**src/rtl/mdio_gw_pkg.sv**
```systemverilog
package mdio_gw_pkg;
    localparam int CFG_W   = 8;
    localparam int DAT_W   = 16;
    localparam int ADR_W   = 5;
    localparam int PRE_LEN = 32;
    localparam int HDR_LEN = 4 + 2 * ADR_W;
    localparam int FRM_LEN = PRE_LEN + HDR_LEN + 2 + DAT_W;
    localparam int SLOT_W  = $clog2(FRM_LEN + 1);
    localparam int BUSY_B  = 30;

    typedef enum logic [2:0] {
        ST_IDLE, ST_PRE, ST_HDR, ST_TURN, ST_DATA, ST_TAIL
    } mdio_st_e;

    typedef struct packed {
        logic [CFG_W-1:0] outpt;
        logic [CFG_W-1:0] inpt;
        logic [CFG_W-1:0] half;
    } mdio_cfg_t;
endpackage

```
**src/rtl/mdio_clk_gen.sv**
```systemverilog
module mdio_clk_gen #(
    parameter int CW = 8
) (
    input  logic          clk,
    input  logic          rst_n,
    input  logic          run,
    input  logic [CW-1:0] half,
    input  logic [CW-1:0] inpt,
    input  logic [CW-1:0] outpt,
    output logic          mdc,
    output logic          drive_stb,
    output logic          samp_stb,
    output logic          slot_end
);
    logic [CW:0] phase;
    logic [CW:0] last;

    assign last = {half, 1'b1};

    always_ff @(posedge clk or negedge rst_n) begin
        if (!rst_n)                      phase <= '0;
        else if (!run || phase == last)  phase <= '0;
        else                             phase <= phase + 1'b1;
    end

    assign mdc       = run && (phase <= {1'b0, half});
    assign drive_stb = run && (phase == {1'b0, outpt});
    assign samp_stb  = run && (phase == {1'b0, inpt});
    assign slot_end  = run && (phase == last);


    phase_bound_chk: assert property (@(posedge clk) disable iff (!rst_n)
        run |-> phase <= last);
endmodule

```
**src/rtl/mdio_frame_fsm.sv**
```systemverilog
module mdio_frame_fsm
    import mdio_gw_pkg::*;
(
    input  logic               clk,
    input  logic               rst_n,
    input  logic               start,
    input  logic [FRM_LEN-1:0] frame_in,
    input  logic               is_rd,
    input  logic               drive_stb,
    input  logic               samp_stb,
    input  logic               slot_end,
    input  logic               mdio_i,
    output logic               run,
    output logic               done,
    output logic               rd_flag,
    output logic               mdio_o,
    output logic               mdio_oe,
    output logic [DAT_W-1:0]   rd_data
);
    localparam logic [SLOT_W-1:0] PRE_END  = SLOT_W'(PRE_LEN - 1);
    localparam logic [SLOT_W-1:0] HDR_END  = SLOT_W'(PRE_LEN + HDR_LEN - 1);
    localparam logic [SLOT_W-1:0] TURN_END = SLOT_W'(PRE_LEN + HDR_LEN + 1);
    localparam logic [SLOT_W-1:0] DATA_END = SLOT_W'(FRM_LEN - 1);

    mdio_st_e            state, state_nx;
    logic [SLOT_W-1:0]   slot;
    logic [FRM_LEN-1:0]  shreg;

    always_comb begin
        state_nx = state;
        unique case (state)
            ST_IDLE: if (start)                          state_nx = ST_PRE;
            ST_PRE:  if (slot_end && slot == PRE_END)    state_nx = ST_HDR;
            ST_HDR:  if (slot_end && slot == HDR_END)    state_nx = ST_TURN;
            ST_TURN: if (slot_end && slot == TURN_END)   state_nx = ST_DATA;
            ST_DATA: if (slot_end && slot == DATA_END)   state_nx = ST_TAIL;
            ST_TAIL: if (slot_end)                       state_nx = ST_IDLE;
            default:                                     state_nx = ST_IDLE;
        endcase
    end

    always_ff @(posedge clk or negedge rst_n) begin
        if (!rst_n) state <= ST_IDLE;
        else        state <= state_nx;
    end

    always_ff @(posedge clk or negedge rst_n) begin
        if (!rst_n) begin
            slot    <= '0;
            shreg   <= '0;
            rd_flag <= 1'b0;
            mdio_o  <= 1'b1;
            mdio_oe <= 1'b0;
            rd_data <= '0;
        end else begin
            if (state == ST_IDLE && start) begin
                slot    <= '0;
                shreg   <= frame_in;
                rd_flag <= is_rd;
            end else if (slot_end) begin
                slot <= slot + 1'b1;
            end
            if (drive_stb) begin
                if (state == ST_TAIL) begin
                    mdio_o  <= 1'b1;
                    mdio_oe <= 1'b0;
                end else begin
                    mdio_o  <= shreg[FRM_LEN-1];
                    shreg   <= {shreg[FRM_LEN-2:0], 1'b0};
                    mdio_oe <= !(rd_flag && (state == ST_TURN || state == ST_DATA));
                end
            end
            if (samp_stb && state == ST_DATA)
                rd_data <= {rd_data[DAT_W-2:0], mdio_i};
        end
    end

    assign run  = (state != ST_IDLE);
    assign done = (state == ST_TAIL) && slot_end;


    rd_release_chk: assert property (@(posedge clk) disable iff (!rst_n)
        (state == ST_DATA && rd_flag) |-> !mdio_oe);

    slot_range_chk: assert property (@(posedge clk) disable iff (!rst_n)
        run |-> slot <= SLOT_W'(FRM_LEN));
endmodule

```
**src/rtl/mdio_gw_master.sv**
```systemverilog
module mdio_gw_master
    import mdio_gw_pkg::*;
#(
    parameter logic [CFG_W-1:0] DEF_HALF = 8'd9,
    parameter logic [CFG_W-1:0] DEF_IN   = 8'd6,
    parameter logic [CFG_W-1:0] DEF_OUT  = 8'd13
) (
    input  logic        clk,
    input  logic        rst_n,
    input  logic        reg_wr,
    input  logic        reg_addr,
    input  logic [31:0] reg_wdata,
    output logic [31:0] gw_rdata,
    output logic        mdc,
    output logic        mdio_o,
    output logic        mdio_oe,
    input  logic        mdio_i
);
    logic [31:0]        gw_q;
    logic               locked;
    mdio_cfg_t          cfg_q;
    logic               busy, accept, start, is_rd;
    logic               run, done, rd_flag;
    logic               drive_stb, samp_stb, slot_end;
    logic [DAT_W-1:0]   rd_data;
    logic [FRM_LEN-1:0] frame_in;

    assign busy   = gw_q[BUSY_B];
    assign accept = reg_wr && !reg_addr && !busy && (!locked || reg_wdata == '0);
    assign start  = accept && reg_wdata[BUSY_B];
    assign is_rd  = (reg_wdata[27:26] == 2'b10);
    assign frame_in = {{PRE_LEN{1'b1}}, reg_wdata[29:16],
                       (is_rd ? 2'b00 : 2'b10), reg_wdata[DAT_W-1:0]};

    always_ff @(posedge clk or negedge rst_n) begin
        if (!rst_n) begin
            gw_q   <= '0;
            locked <= 1'b0;
            cfg_q  <= '{outpt: DEF_OUT, inpt: DEF_IN, half: DEF_HALF};
        end else begin
            if (accept) begin
                gw_q   <= reg_wdata;
                locked <= 1'b0;
            end else if (done) begin
                gw_q[BUSY_B] <= 1'b0;
                if (rd_flag) begin
                    gw_q[DAT_W-1:0] <= rd_data;
                    locked          <= 1'b1;
                end
            end
            if (reg_wr && reg_addr && !busy)
                cfg_q <= reg_wdata[3*CFG_W-1:0];
        end
    end

    assign gw_rdata = gw_q;

    mdio_clk_gen #(.CW(CFG_W)) u_clk (
        .clk(clk), .rst_n(rst_n), .run(run),
        .half(cfg_q.half), .inpt(cfg_q.inpt), .outpt(cfg_q.outpt),
        .mdc(mdc), .drive_stb(drive_stb), .samp_stb(samp_stb), .slot_end(slot_end)
    );

    mdio_frame_fsm u_fsm (
        .clk(clk), .rst_n(rst_n), .start(start), .frame_in(frame_in),
        .is_rd(is_rd), .drive_stb(drive_stb), .samp_stb(samp_stb),
        .slot_end(slot_end), .mdio_i(mdio_i), .run(run), .done(done),
        .rd_flag(rd_flag), .mdio_o(mdio_o), .mdio_oe(mdio_oe), .rd_data(rd_data)
    );


    idle_mdc_chk: assert property (@(posedge clk) disable iff (!rst_n)
        !busy |-> !mdc);

    lock_idle_chk: assert property (@(posedge clk) disable iff (!rst_n)
        locked |-> !busy);

    start_busy_chk: assert property (@(posedge clk) disable iff (!rst_n)
        (reg_wr && !reg_addr && !busy && !locked && reg_wdata[BUSY_B]) |=> busy);

    busy_hold_chk: assert property (@(posedge clk) disable iff (!rst_n)
        (busy && !done && reg_wr && !reg_addr) |=> $stable(gw_q));
endmodule

```
**config.mk**
```make
export PLATFORM = sky130hd
export DESIGN_NAME = mdio_gw_master
export DESIGN_NICKNAME = d
export VERILOG_FILES = /design/src/rtl/mdio_gw_pkg.sv /design/src/rtl/mdio_clk_gen.sv /design/src/rtl/mdio_frame_fsm.sv /design/src/rtl/mdio_gw_master.sv
export SDC_FILE = /design/constraint.sdc
export NUM_CORES = 1
export LEC_CHECK = 0
export ABC_AREA = 1
export BUFFER_PORTS_ARGS = -buffer_cell sky130_fd_sc_hd__buf_2
export CORE_ASPECT_RATIO = 1.5
export CORE_UTILIZATION = 50
export DETAILED_ROUTE_END_ITERATION = 7
export GPL_TIMING_DRIVEN = 0
export PLACE_DENSITY = 0.69
export SLEW_MARGIN = 20
export SYNTH_ARGS = -nofsm -noshare
export SYNTH_HDL_FRONTEND = slang
export SYNTH_HIERARCHICAL = 1
export SYNTH_SLANG_ARGS = --single-unit
```
**constraint.sdc**
```tcl
create_clock -name clk -period 5.6 [get_ports clk]
set_input_delay 0 -clock clk [delete_from_list [all_inputs] [get_ports clk]]
set_output_delay 0 -clock clk [all_outputs]
set_load 0.03 [all_outputs]
```
### Word level (Yosys, flattened, before mapping)

Index checks and enable logic that the tools add are counted.

| storage, ports and cells | value |
|---|---|
| register bits | 159 |
| word-level logic and storage cells | 95 |
| bits of input ports | 37 |
| output and inout bits | 35 |

| cells by class | value |
|---|---|
| $lt $le $gt $ge | 1 |
| add/subtract/negate cells | 2 |
| reduce and logical (&&, ||, !) cells | 34 |
| muxes and demuxes | 24 |
| equal/unequal tests | 19 |

Operator list:

| kind | count |
|---|---|
| $mux W64 | 3 |
| $mux W16 | 3 |
| $logic_not A32 Y1 | 1 |
| $eq A7 B6 Y1 const B | 3 |
| $eq A9 B8 Y1 | 2 |
| $logic_and A1 B1 Y1 | 18 |
| $mux W3 | 6 |
| $pmux W3 S6 | 1 |
| $mux W7 | 2 |
| $ne A2 B1 Y1 const B | 6 |
| $add A9 B1 Y9 const B | 1 |
| $eq A9 B9 Y1 | 1 |
| $le A9 B8 Y1 | 1 |
| $mux W9 | 1 |
| $add A7 B1 Y7 const B | 1 |
| $eq A7 B5 Y1 const B | 1 |
| $mux W1 | 7 |
| $eq A3 B2 Y1 const B | 2 |
| $eq A3 B3 Y1 const B | 2 |
| $reduce_and A6 Y1 | 1 |
| $reduce_bool A2 Y1 | 3 |
| $logic_not A1 Y1 | 5 |
| $eq A3 B1 Y1 const B | 1 |
| $logic_not A3 Y1 | 1 |
| other kinds (5) | 7 |

### Depth between registers and ports, before layout

| depth | value |
|---|---|
| depth after elaboration | 9 |
| depth in mapped cells | 18 |

### Cells and area by module

Netlist, hierarchy kept.

Modules (own cells, without submodules):

| module | instances | cells an instance | area each (um^2) |
|---|---|---|---|
| mdio_frame_fsm | 1 | 510 | 4,709.5 |
| mdio_gw_master | 1 | 323 | 2,602.5 |
| mdio_clk_gen | 1 | 156 | 1,009.7 |

### Least setup slack after synthesis

No wires, ideal clock.

| path | value |
|---|---|
| kind | reg-to-reg |
| start | reg cfg_q[3] (netlist name) |
| end | reg gw_q[1], in the netlist gw_rdata[1] |
| data arrival time | 2.239 ns |
| buffers on the path | 1 |
| cell stages (with the launch flop) | 18 |
| library setup time | 0.066 ns |
| period minus slack after synthesis | 2.305 ns |
| path slack | 3.295 ns |
| cell sequence | dfstp_2 > inv_1 > nand2_1 > nand2_1 > inv_1 > nand2_1 > nor2_1 > nand3_2 > nor2_1 > inv_1 > nor2_1 > nand2_1 > clkinv_1 > clkbuf_1 > nand2_1 > nand2_1 > nand2_1 > nand2_1 |

| between the ends | value |
|---|---|
| cells in the longest elaborated chain, start to end | 5 |

Ends and longest elaborated chain:

| element | line | RTL |
|---|---|---|
| start, declared | mdio_gw_master.sv:21 | `mdio_cfg_t cfg_q;` |
| start signal, assigned | mdio_gw_master.sv:39 | `cfg_q <= '{outpt: DEF_OUT, inpt: DEF_IN, half: DEF_HALF};` |
| start signal, assigned | mdio_gw_master.sv:52 | `cfg_q <= reg_wdata[3*CFG_W-1:0];` |
| $eq A9 B9 Y1 | mdio_clk_gen.sv:29 | `assign slot_end = run && (phase == last);` |
| $logic_and A1 B1 Y1 | mdio_clk_gen.sv:29 |  |
| named net slot_end | mdio_gw_master.sv:24 | `logic drive_stb, samp_stb, slot_end;` |
| $logic_and A1 B1 Y1 | mdio_frame_fsm.sv:79 | `assign done = (state == ST_TAIL) && slot_end;` |
| named net done | mdio_gw_master.sv:23 | `logic run, done, rd_flag;` |
| $reduce_bool A2 Y1 (no line) | -- |  |
| $reduce_and A2 Y1 (no line) | -- |  |
| end signal, assigned | mdio_gw_master.sv:42 | `gw_q <= reg_wdata;` |
| end signal, assigned by index | mdio_gw_master.sv:47 | `gw_q[DAT_W-1:0] <= rd_data;` |
| end, declared | mdio_gw_master.sv:19 | `logic [31:0] gw_q;` |

The timed path passes the listed nets, and every way through them passes these cells.
A chain may end at the register's enable or synchronous reset.

### Worst setup path in the final report

| path | value |
|---|---|
| start | reg u_clk.phase[5] |
| end | reg gw_q[2], in the netlist gw_rdata[2] |

| between the ends | value |
|---|---|
| cells in the longest elaborated chain, start to end | 5 |

Ends and longest elaborated chain:

| element | line | RTL |
|---|---|---|
| start, declared | mdio_clk_gen.sv:15 | `logic [CW:0] phase;` |
| start signal, assigned | mdio_clk_gen.sv:23 | `else phase <= phase + 1'b1;` |
| $eq A9 B9 Y1 | mdio_clk_gen.sv:29 |  |
| $logic_and A1 B1 Y1 | mdio_clk_gen.sv:29 |  |
| named net slot_end | mdio_gw_master.sv:24 |  |
| $logic_and A1 B1 Y1 | mdio_frame_fsm.sv:79 |  |
| named net done | mdio_gw_master.sv:23 |  |
| $reduce_bool A2 Y1 (no line) | -- |  |
| $reduce_and A2 Y1 (no line) | -- |  |

The timed path passes the listed nets, and every way through them passes these cells.

==> impl_metrics.json <==
{
  "die_h_um": 160,
  "die_width_um": 107,
  "via_count": 7009,
  "grt_use_met1_pct": 29.2,
  "synth_edf_count": 0,
  "routed_wl_mm": 20.2,
  "grt_pass1_vias": 7035,
  "drive_above_1_share_pct": 18.8,
  "status": "complete, no violations",
  "avgSynthCellArea_um2": 8.41,
  "p_comb_share_pct": 5.0,
  "finalHoldViolCount": 0,
  "seqPwrFrac_pct": 46.3,
  "worst_slack_ns": 2.22,
  "root_buffer": "clkbuf_16",
  "io_buffers": 71,
  "tritoncts": "done",
  "num-nets-final": 1194,
  "crit_chain": "inv_1 -> nand2_1 -> a21oi_1 -> nand3_2 -> nor2_1 -> inv_1 -> nor2_1 -> nand2_1 -> clkinv_1 -> clkbuf_1 -> nand2_1 -> nand2_1 -> nand2_1 -> nand2_1",
  "synthTopCellsByCount": "256 x nand2_1, 151 x dfrtp_1, 137 x inv_1",
  "async_flop_share_pct": 100,
  "synth_seq_cells": 159,
  "min_path_type": "in2reg",
  "postCtsSetupBuffers": 0,
  "worstSetupEndpointType": "register",
  "busiest_layer": "met2",
  "io_pins": 72,
  "peakVddDrop_v": 0.000192,
  "power_leakage_uw": 0.00519,
  "vias_per_cell": 5.13,
  "placed_cells": 1298,
  "finalClockSkew_ns": 0.0120,
  "tns_ns": 0,
  "met2_usage_pct": 44.9,
  "synth_most_common_cell": "nand2_1",
  "ys_seq_area_share_pct": 47.9,
  "yosysWarnings": 6,
  "drc": 0,
  "gp_congestion": 0.898,
  "crit_slowest_cell": "dfrtp_1",
  "period_minus_slack_ns": 3.38,
  "clock.fmax_mhz": 296,
  "finalSetupViolCount": 0,
  "start_util_pct": 51.2,
  "grt_antenna_before_repair": 0,
  "grt_pass1_wl_mm": 33.8,
  "clockBufferDepth": 2,
  "synthCells": 989,
  "yosys.area.top_type_share_pct": 45.4,
  "clk_latency_ns": 0.43,
  "clkTransAtPathRegs_ns": 0.07,
  "arrival_ns": 3.74,
  "pre_cts_ws_ns": 2.29,
  "drt-initial-drc-count": 335,
  "antenna_cells": 0,
  "power_density_mw_per_mm2": 250,
  "period_share_pct": 60.3,
  "critPathKind": "reg2reg",
  "rsz0062_at_grt": "no",
  "area_delta_synth_final_pct": 20.9,
  "synth-main-ff-cell": "dfrtp_1",
  "synthesis.area_mm2": 0.00832,
  "grt_max_degree": 90,
  "slew_violations": 0,
  "drt_first_pass_iters": 5,
  "synth.distinct_cells": 39,
  "cap_violations": 0,
  "slew_headroom_pct": 54.5,
  "coreArea_mm2": 0.0163,
  "wl_per_cell_um": 14.8,
  "synth_area_leaders": "dfrtp_1 45%, nand2_1 12%, inv_1 6.2%",
  "critical_path.max_fanout": 10,
  "fin_cells": 1365,
  "swShare_pct": 23.5,
  "ant_nets": 0,
  "grt_use_total_pct": 25.2,
  "met3_usage_pct": 4.45,
  "dp_hpwl_mm": 14.6,
  "netlist.top_cell.by_area": "dfrtp_1",
  "power.total_uw": 2510,
  "cp-start-kind": "register",
  "cp_slowest_stage_delay_ns": 0.45,
  "required_ns": 5.96,
  "worst_pin_slew_ns": 0.682,
  "gr-total-overflow": 0,
  "rows": 57,
  "path_common_cell": "nand2_1",
  "whs_ns": 0.123,
  "htree_levels": 4,
  "power_switching_uw": 591,
  "p_int_uw": 1920,
  "p_clk_share_pct": 48.8,
  "die_area_mm2": 0.0172,
  "cts-buffers-inserted": 17,
  "clkSinkCount": 159
}
cell type report:
| cell class | count | area (um^2) |
|---|---|---|
| sequential | 159 | 3990 |
| inverter | 144 | 546 |
| clock buffer | 18 | 439 |
| buffer | 52 | 357 |
| timing repair buffer | 107 | 743 |
| multi-input combinational | 665 | 3550 |
| fill | 1432 | 6200 |
| clock inverter | 14 | 180 |
| tap | 206 | 258 |
flip-flops by register name (all words and copies together), names as in the netlist:
| name | cells |
|---|---|
| cfg_q | 24 |
| u_fsm/rd_data | 16 |
| u_fsm/slot | 7 |
| u_fsm/rd_flag | 1 |
| u_fsm/mdio_oe | 1 |
| locked | 1 |
| u_fsm/mdio_o | 1 |
| u_fsm/shreg | 64 |
| u_clk/phase | 9 |
| gw_rdata | 32 |
| u_fsm/state | 3 |
routing by layer:
layer  up-vias  part of all wire, %
li1       3448                    -
met1      3375                   41
met2       151                   53
met3        35                  3.1
met4         0                  2.9
met5         -                    0
cells by family (layout without fill, tap and decap cells):
family / count (synthesis) / after routing / share of synthesized area, %
buffers and inverters: 196 / 335 / 10.8
adder cells (fa/ha/maj): 11 / 11 / 1.65
other: 2 / 33 / 0.0902
AND/OR/NAND/NOR: 395 / 395 / 19.8
multiplexers: 14 / 14 / 2.17
XOR/XNOR: 17 / 17 / 1.79
AO/OA/AOI/OAI: 195 / 195 / 15.8
flip-flops: 159 / 159 / 47.9
final timing paths:
check / start / to / slack [ns] / cells after the start
setup / recovery: u_clk/phase[5] / gw_rdata[2] / 2.22 / 14
hold / removal: reg_wr / gw_rdata[15] / 0.12 / 5
setup reg to reg: u_clk/phase[5] / gw_rdata[2] / 2.22 / 14
hold reg to reg: u_fsm/rd_data[15] / u_fsm/rd_data[15] / 0.49 / 2
max in group asynchronous: rst_n / cfg_q[0] / 4.59 / 3
min in group asynchronous: rst_n / gw_rdata[18] / 0.17 / 2
cells in the final DEF, fill, tap and decap left out, types with 6 or more instances in the layout:
cell type / n
o21ai_0: 65
buf_4: 6
mux2_2: 8
mux2_4: 6
buf_6: 16
dfrtp_1: 151
nor2_1: 58
conb_1: 33
xor2_1: 10
nand2_1: 256
dfstp_2: 8
clkbuf_16: 17
o211ai_2: 31
ha_1: 11
dlygate4sd3_1: 35
inv_1: 137
buf_2: 85
o21ai_1: 46
xnor2_1: 7
a21oi_1: 13
nand3_1: 59
o211ai_1: 32
clkbuf_1: 14
metrics by stage:
stage	util (%)	cell area (um^2)
after floorplan	-	8440
after global placement	55.7	9050
after detailed placement	55.9	9090
after CTS	61.9	10100
after global routing	61.9	10100
final	61.9	10100
power by group through the flow:
stage	logic, uW	clock network, uW	registers, uW
floorplan	23.0	0	1200
global placement	102	0	1180
detailed placement	106	0	1180
CTS	126	1240	1160
global route	138	1280	1160
finish	125	1230	1160
critical path, delay by kind of cell (launching register included):
kind	cells	cell delay, ns
buffers and inverters	4	1.05
AOI/OAI and AO/OA	1	0.20
and+or+nand+nor	9	1.58
DFF	1	0.45
timing repair:
item | in CTS | in global routing
resized for setup | 0 | 0
hold buffers | 35 | 0
setup endpoints to repair | 0 | 0
endpoints found under the hold margin | 172 | 0
Note: power is estimated with default switching activity, not from simulation.
